--- src/rtl/itt_pkg.sv ---
package itt_pkg;
  localparam int unsigned CUR_W   = 20;
  localparam int unsigned OVF_W   = 12;
  localparam int unsigned WORD_W  = 32;
  localparam int unsigned RUN_BIT = 24;
  localparam int unsigned IEN_BIT = 25;
  localparam int unsigned WORD_LSB = 2;

  typedef enum logic [1:0] {
    SEL_MODE      = 2'd0,
    SEL_FLAG      = 2'd1,
    SEL_SNAP_ACK  = 2'd2,
    SEL_SNAP_PEEK = 2'd3
  } sel_e;

  typedef struct packed {
    logic             irq_en;
    logic             run;
    logic [CUR_W-1:0] period;
  } mode_t;
endpackage

--- src/rtl/itt_rst_sync.sv ---
module itt_rst_sync #(
  parameter int unsigned STAGES = 2
) (
  input  logic clk,
  input  logic rst_n_in,
  output logic rst_n_out
);
  logic [STAGES-1:0] sync_q;
  logic [STAGES-1:0] sync_d;

  always_comb begin
    sync_d = {sync_q[STAGES-2:0], 1'b1};
  end

  always_ff @(posedge clk or negedge rst_n_in) begin
    if (!rst_n_in) sync_q <= '0;
    else           sync_q <= sync_d;
  end

  assign rst_n_out = sync_q[STAGES-1];
endmodule

--- src/rtl/itt_mode_reg.sv ---
module itt_mode_reg
  import itt_pkg::*;
#(
  parameter int unsigned ADDR_W = 4
) (
  input  logic              clk,
  input  logic              rst_n,
  input  logic [ADDR_W-1:0] bus_addr,
  input  logic              bus_wr,
  input  logic [WORD_W-1:0] bus_wdata,
  input  logic              bus_rd,
  output mode_t             mode,
  output sel_e              sel,
  output logic              rd_hit,
  output logic              ack_rd
);
  logic  hi_zero;
  logic  mode_we;
  mode_t mode_q;
  mode_t mode_d;

  generate
    if (ADDR_W > WORD_LSB + 2) begin : g_hi
      assign hi_zero = (bus_addr[ADDR_W-1:WORD_LSB+2] == '0);
    end else begin : g_nohi
      assign hi_zero = 1'b1;
    end
  endgenerate

  assign sel    = sel_e'(bus_addr[WORD_LSB +: 2]);
  assign rd_hit = bus_rd && hi_zero;
  assign ack_rd = rd_hit && (sel == SEL_SNAP_ACK);

  always_comb begin
    mode_we = bus_wr && hi_zero && (sel == SEL_MODE);
    mode_d  = mode_q;
    if (mode_we) begin
      mode_d.period = bus_wdata[CUR_W-1:0];
      mode_d.run    = bus_wdata[RUN_BIT];
      mode_d.irq_en = bus_wdata[IEN_BIT];
    end
  end

  always_ff @(posedge clk or negedge rst_n) begin
    if (!rst_n)       mode_q <= '0;
    else if (mode_we) mode_q <= mode_d;
  end

  assign mode = mode_q;

  // only a write to the mode location moves the mode fields
  a_r10_mode_hold: assert property (@(posedge clk) disable iff (!rst_n)
    !(bus_wr && hi_zero && bus_addr[WORD_LSB +: 2] == 2'd0) |=> $stable(mode_q));
  a_r2_mode_load: assert property (@(posedge clk) disable iff (!rst_n)
    (bus_wr && hi_zero && bus_addr[WORD_LSB +: 2] == 2'd0)
      |=> mode_q.run == $past(bus_wdata[RUN_BIT]));
endmodule

--- src/rtl/itt_counter.sv ---
module itt_counter
  import itt_pkg::*;
(
  input  logic             clk,
  input  logic             rst_n,
  input  logic             run,
  input  logic [CUR_W-1:0] period,
  input  logic             ack,
  output logic [CUR_W-1:0] cur,
  output logic [OVF_W-1:0] ovf,
  output logic             flag
);
  logic [CUR_W-1:0] cur_q, cur_d;
  logic [OVF_W-1:0] ovf_q, ovf_d;
  logic             flag_q, flag_d;
  logic             wrap;
  logic             cnt_en;

  assign wrap   = run && (cur_q >= period);
  assign cnt_en = run || (cur_q != '0) || (ovf_q != '0) || flag_q;

  always_comb begin
    cur_d  = '0;
    ovf_d  = '0;
    flag_d = 1'b0;
    if (run) begin
      cur_d = wrap ? '0 : cur_q + 1'b1;
      if (ack) begin
        ovf_d  = wrap ? OVF_W'(1) : '0;
        flag_d = wrap;
      end else begin
        ovf_d  = wrap ? ovf_q + 1'b1 : ovf_q;
        flag_d = flag_q | wrap;
      end
    end
  end

  always_ff @(posedge clk or negedge rst_n) begin
    if (!rst_n) begin
      cur_q  <= '0;
      ovf_q  <= '0;
      flag_q <= 1'b0;
    end else if (cnt_en) begin
      cur_q  <= cur_d;
      ovf_q  <= ovf_d;
      flag_q <= flag_d;
    end
  end

  assign cur  = cur_q;
  assign ovf  = ovf_q;
  assign flag = flag_q;

  a_r3_step: assert property (@(posedge clk) disable iff (!rst_n)
    (run && cur_q < period) |=> cur_q == CUR_W'($past(cur_q) + 1'b1));
  a_r3_wrap: assert property (@(posedge clk) disable iff (!rst_n)
    (run && cur_q >= period) |=> (cur_q == '0) && flag_q);
  a_r4_ack_clear: assert property (@(posedge clk) disable iff (!rst_n)
    (ack && run && cur_q < period) |=> (ovf_q == '0) && !flag_q);
  a_r4_ack_same_edge: assert property (@(posedge clk) disable iff (!rst_n)
    (ack && run && cur_q >= period) |=> (ovf_q == OVF_W'(1)) && flag_q);
  a_r6_lap_wrap: assert property (@(posedge clk) disable iff (!rst_n)
    (run && cur_q >= period && !ack && ovf_q == '1) |=> ovf_q == '0);
  a_r8_idle_zero: assert property (@(posedge clk) disable iff (!rst_n)
    !run |=> (cur_q == '0) && (ovf_q == '0) && !flag_q);
endmodule

--- src/rtl/itt_read_mux.sv ---
module itt_read_mux
  import itt_pkg::*;
(
  input  logic              rd_hit,
  input  sel_e              sel,
  input  mode_t             mode,
  input  logic [CUR_W-1:0]  cur,
  input  logic [OVF_W-1:0]  ovf,
  input  logic              flag,
  output logic [WORD_W-1:0] rdata
);
  localparam int unsigned SNAP_W = CUR_W + OVF_W;
  logic [WORD_W-1:0] word;

  always_comb begin
    word = '0;
    unique case (sel)
      SEL_MODE: begin
        word[CUR_W-1:0] = mode.period;
        word[RUN_BIT]   = mode.run;
        word[IEN_BIT]   = mode.irq_en;
      end
      SEL_FLAG:      word[0] = flag;
      SEL_SNAP_ACK,
      SEL_SNAP_PEEK: word[SNAP_W-1:0] = {ovf, cur};
      default:       word = '0;
    endcase
  end

  assign rdata = rd_hit ? word : '0;
endmodule

--- src/rtl/interval_tick_timer.sv ---
module interval_tick_timer
  import itt_pkg::*;
#(
  parameter int unsigned ADDR_W = 4
) (
  input  logic              clk,
  input  logic              rst_n,
  input  logic [ADDR_W-1:0] bus_addr,
  input  logic              bus_wr,
  input  logic [31:0]       bus_wdata,
  input  logic              bus_rd,
  output logic [31:0]       bus_rdata,
  output logic              irq
);
  logic             rst_n_s;
  mode_t            mode;
  sel_e             sel;
  logic             rd_hit;
  logic             ack_rd;
  logic [CUR_W-1:0] cur;
  logic [OVF_W-1:0] ovf;
  logic             flag;

  itt_rst_sync #(.STAGES(2)) u_rst (
    .clk       (clk),
    .rst_n_in  (rst_n),
    .rst_n_out (rst_n_s)
  );

  itt_mode_reg #(.ADDR_W(ADDR_W)) u_mode (
    .clk       (clk),
    .rst_n     (rst_n_s),
    .bus_addr  (bus_addr),
    .bus_wr    (bus_wr),
    .bus_wdata (bus_wdata),
    .bus_rd    (bus_rd),
    .mode      (mode),
    .sel       (sel),
    .rd_hit    (rd_hit),
    .ack_rd    (ack_rd)
  );

  itt_counter u_cnt (
    .clk    (clk),
    .rst_n  (rst_n_s),
    .run    (mode.run),
    .period (mode.period),
    .ack    (ack_rd),
    .cur    (cur),
    .ovf    (ovf),
    .flag   (flag)
  );

  itt_read_mux u_rmux (
    .rd_hit (rd_hit),
    .sel    (sel),
    .mode   (mode),
    .cur    (cur),
    .ovf    (ovf),
    .flag   (flag),
    .rdata  (bus_rdata)
  );

  assign irq = flag & mode.irq_en;

  // the pin rises only when the pending flag was set by a lap end or the mask was lifted
  a_r7_irq_source: assert property (@(posedge clk) disable iff (!rst_n_s)
    $rose(irq) |-> flag && mode.irq_en);
  a_r7_masked_low: assert property (@(posedge clk) disable iff (!rst_n_s)
    !mode.irq_en |-> !irq);
endmodule

--- config.mk ---
export PLATFORM = sky130hd
export DESIGN_NAME = interval_tick_timer
export DESIGN_NICKNAME = d
export VERILOG_FILES = /design/src/rtl/itt_pkg.sv /design/src/rtl/itt_rst_sync.sv /design/src/rtl/itt_mode_reg.sv /design/src/rtl/itt_counter.sv /design/src/rtl/itt_read_mux.sv /design/src/rtl/interval_tick_timer.sv
export SDC_FILE = /design/constraint.sdc
export NUM_CORES = 1
export LEC_CHECK = 0
export ABC_AREA = 1
export BUFFER_PORTS_ARGS = -buffer_cell sky130_fd_sc_hd__buf_4
export CAP_MARGIN = 5
export CORE_UTILIZATION = 45
export CTS_BUF_LIST = sky130_fd_sc_hd__clkbuf_8
export CTS_CLUSTER_SIZE = 40
export DETAILED_ROUTE_END_ITERATION = 7
export PLACE_DENSITY = 0.76
export REMOVE_ABC_BUFFERS = 1
export SLEW_MARGIN = 20
export SYNTH_ARGS = -nofsm -noshare
export SYNTH_HDL_FRONTEND = slang
export SYNTH_SLANG_ARGS = --single-unit
--- constraint.sdc ---
create_clock -name clk -period 3.15 [get_ports clk]
set_clock_uncertainty 0.15 [all_clocks]
set_input_delay 0.945 -clock clk [delete_from_list [all_inputs] [get_ports clk]]
set_output_delay 0.945 -clock clk [all_outputs]
set_load 0.03 [all_outputs]
==> out/results.txt <==
Worst setup path start = bus_addr[3]
Via count = 3,703
Layout area overhead = 22.3%
Post-synth top flop = dfrtp_1
First-pass GRT wire length = 16.4 mm
Sequential area share after synthesis = 0.369
Synthesized flop and latch total = 57
Largest net degree at the start of global routing = 31
Post-DR vias/cell = 5.30
Design Area, Final = 0.00472 sq mm
Max_cap viols = 0
Switching share of total power = 0.326
Die area = 0.00895 sq mm
Final period util = 0.982
Non-Filler Instances = 699
Postcts setup bufs = 0
Clock Latency Late Sink = 340 ps
HPWL after DPL = 7.62 mm
Post-synthesis instance total = 518
Top post-synthesis cells by area = dfrtp_1, nand2_1, inv_1, ha_1, nor2_1
Final ANT Viol Nets = 0
Starting Density = 0.468
Hold Fails Final Rpt = 0
Placement Cell Area = 0.00449 sq mm
Reg-to-reg critical path startpoint = u_cnt.cur[19]
Mean Syn Cell Area = 7.45 sq um
Max-slew violation count = 0
Std cell rows = 33
WL per Instance = 14.3 um
Met3 usage = 0.0330
Detailed Route Iter0 Violations = 230
CTS tree = built
Worst min-delay path class = reg2async
Vias in the first global route = 3,536
P_leak = 2.62 nW
Peak VDD IR = 0.000229 V
Synth area leader = dfrtp_1
Synth cell types = 38
Clock Sinks = 57
Syn. warnings = 0
Share of power burned in registers = 0.390
Worst Setup Start Kind = primary input
Drt total wl = 10.0 mm
Buffers added on ports = 60
Hold_buf cts = 0
Clk pwr share = 0.359
Share of async-settable or async-resettable flops after synthesis = 1.00
Top post-synthesis cells by count = nand2_1, inv_1, nor2_1
CORE AREA = 0.00826 sq mm
Status = finished, final reports clean
Clock root buffer = clkbuf_8
Fin crit period = 3090 ps
N_diodes = 0
CP Max Fanout = 6
# fillers = 773
CTS Buffer Depth = 2
EDFF count, synth = 0
Critical path type = in2out
Worst-path clk slew = 70 ps
Initial antenna violation count = 0
RSZ-0062 raised after global routing = no
Setup crit end = bus_rdata[17]
DIE HEIGHT = 94.6 um
R2R Setup Slk = 590 ps
Nets = 653
R2r endpoint = u_cnt.ovf[3]
Finish-stage setup viols = 0
H-tree levels = 3
Ports = 73
Placed Cells = 683
Number of CTS-inserted buffers = 9
Logic pwr share = 0.251
Placer Congestion = 0.949
Mapped cell area = 0.00386 sq mm
Count leader, synth = nand2_1
Worst setup EP type = output pin
WP data required = 2050 ps
Fmax = 0.323 GHz
Share of layout cells above drive strength 1 = 0.219
Psw = 0.719 mW
M2 GR Usage = 0.421
FF-to-FF path depth = 12
Remaining global-route overflow = 0
Cell Int Power = 1.49 mW
Met1 Usage GRT = 0.301
Power density cells = 467 mW/mm^2
CP Data Arrival Time = 2000 ps
Total GRT Usage = 0.241
Gr busiest metal = met2
Yosys top cell area share = 0.369
Die width = 94.6 um
DRC = 0
Drt pass-1 iters = 5
==> power by group through the flow <==
stage               registers, mW  clock network [mW]  logic (mW)
floorplan                   0.864                   0       0.370
global placement            0.870                   0       0.530
detailed placement          0.873                   0       0.548
CTS                         0.859               0.805       0.552
global route                0.870               0.842       0.619
finish                      0.860               0.792       0.553
==> critical path, cell delays in order <==
cell and delay, ps:
buf_4 160, nor2_4 110, inv_1 100, buf_4 180
o32ai_1 270, buf_4 220
==> area by class of cell <==
cell class                 instances  area, sq um  share of cell area
multi-input combinational        353         2000               0.424
sequential                        57         1430               0.302
timing repair buffer              74          581               0.123
inverter                          94          353              0.0747
clock buffer                      11          151              0.0321
tap                              105          131              0.0278
clock inverter                     5         77.6              0.0164
==> cells in the final DEF (no fill, tap or decap), drive strengths merged <==
cell	count
ha	24
a22oi	7
nor2	79
nand3	39
o211ai	1
xor2	10
nor4	2
clkinvlp	1
o21ai	4
mux2	2
nand2	109
nor3	11
o32ai	13
nand3b	1
a21o	2
buf	74
nand4	9
and3	1
or2	3
clkinv	2
clkbuf	11
conb	1
o2111ai	1
o22ai	1
nor3b	3
bufinv	2
dfrtp	57
inv	94
xnor2	2
a21oi	28
==> metal layers <==
metal  vias up  wire length [um]  part of all wire
met2       140              4990              0.50
met1      1742              4290              0.43
met4         0               148             0.015
li1       1804                 -                 -
met3        17               566             0.057
met5         -                 0                 0
==> worst min-delay path by stage <==
stage | start | end | slack (ps)
final | u_rst.sync_q[1] | u_mode.mode[21] | 70
after floorplan | u_rst.sync_q[0] | u_rst.sync_q[1] | 180
after global placement | u_rst.sync_q[1] | u_mode.mode[21] | 70
after detailed placement | u_rst.sync_q[1] | u_mode.mode[21] | 80
after CTS | u_rst.sync_q[1] | u_mode.mode[21] | 90
after global routing | u_rst.sync_q[1] | u_mode.mode[0] | 110
==> through the flow <==
step | setup WS [ps] | TNS [ps] | util | power, mW | hold slack [ps]
final | 56.9 | 0 | 0.572 | 2.21 | 67.8
after global routing | 20.1 | 0 | 0.572 | 2.33 | 107
after CTS | 40.3 | 0 | 0.571 | 2.22 | 85.6
after detailed placement | 38.5 | 0 | 0.543 | 1.42 | 78.3
after global placement | 80.3 | 0 | 0.543 | 1.40 | 69.8
after floorplan | -76.2 | -1010 | - | 1.23 | 181
==> sequential cells by signal, summed over array words and instances, names as in the netlist <==
signal,cells
u_cnt.cur,20
u_cnt.flag,1
u_cnt.ovf,12
u_mode.mode,22
u_rst.sync_q,2
==> timing repair <==
action,CTS,global route
resized for setup,0,1
hold endpoints to repair,0,0
setup endpoints to repair,0,1
==> cells by family (layout without fill, tap and decap cells) <==
| group | after synthesis | after routing | synth area share |
|---|---|---|---|
| buf+inv | 108 | 184 | 0.114 |
| other cells | 1 | 1 | 0.000971 |
| fa+ha+maj | 24 | 24 | 0.0778 |
| simple gates | 257 | 257 | 0.310 |
| xor+xnor | 12 | 12 | 0.0272 |
| compound gates | 57 | 57 | 0.0943 |
| flops | 57 | 57 | 0.369 |
| mux | 2 | 2 | 0.00583 |
Note: power is estimated with default switching activity, not from simulation.
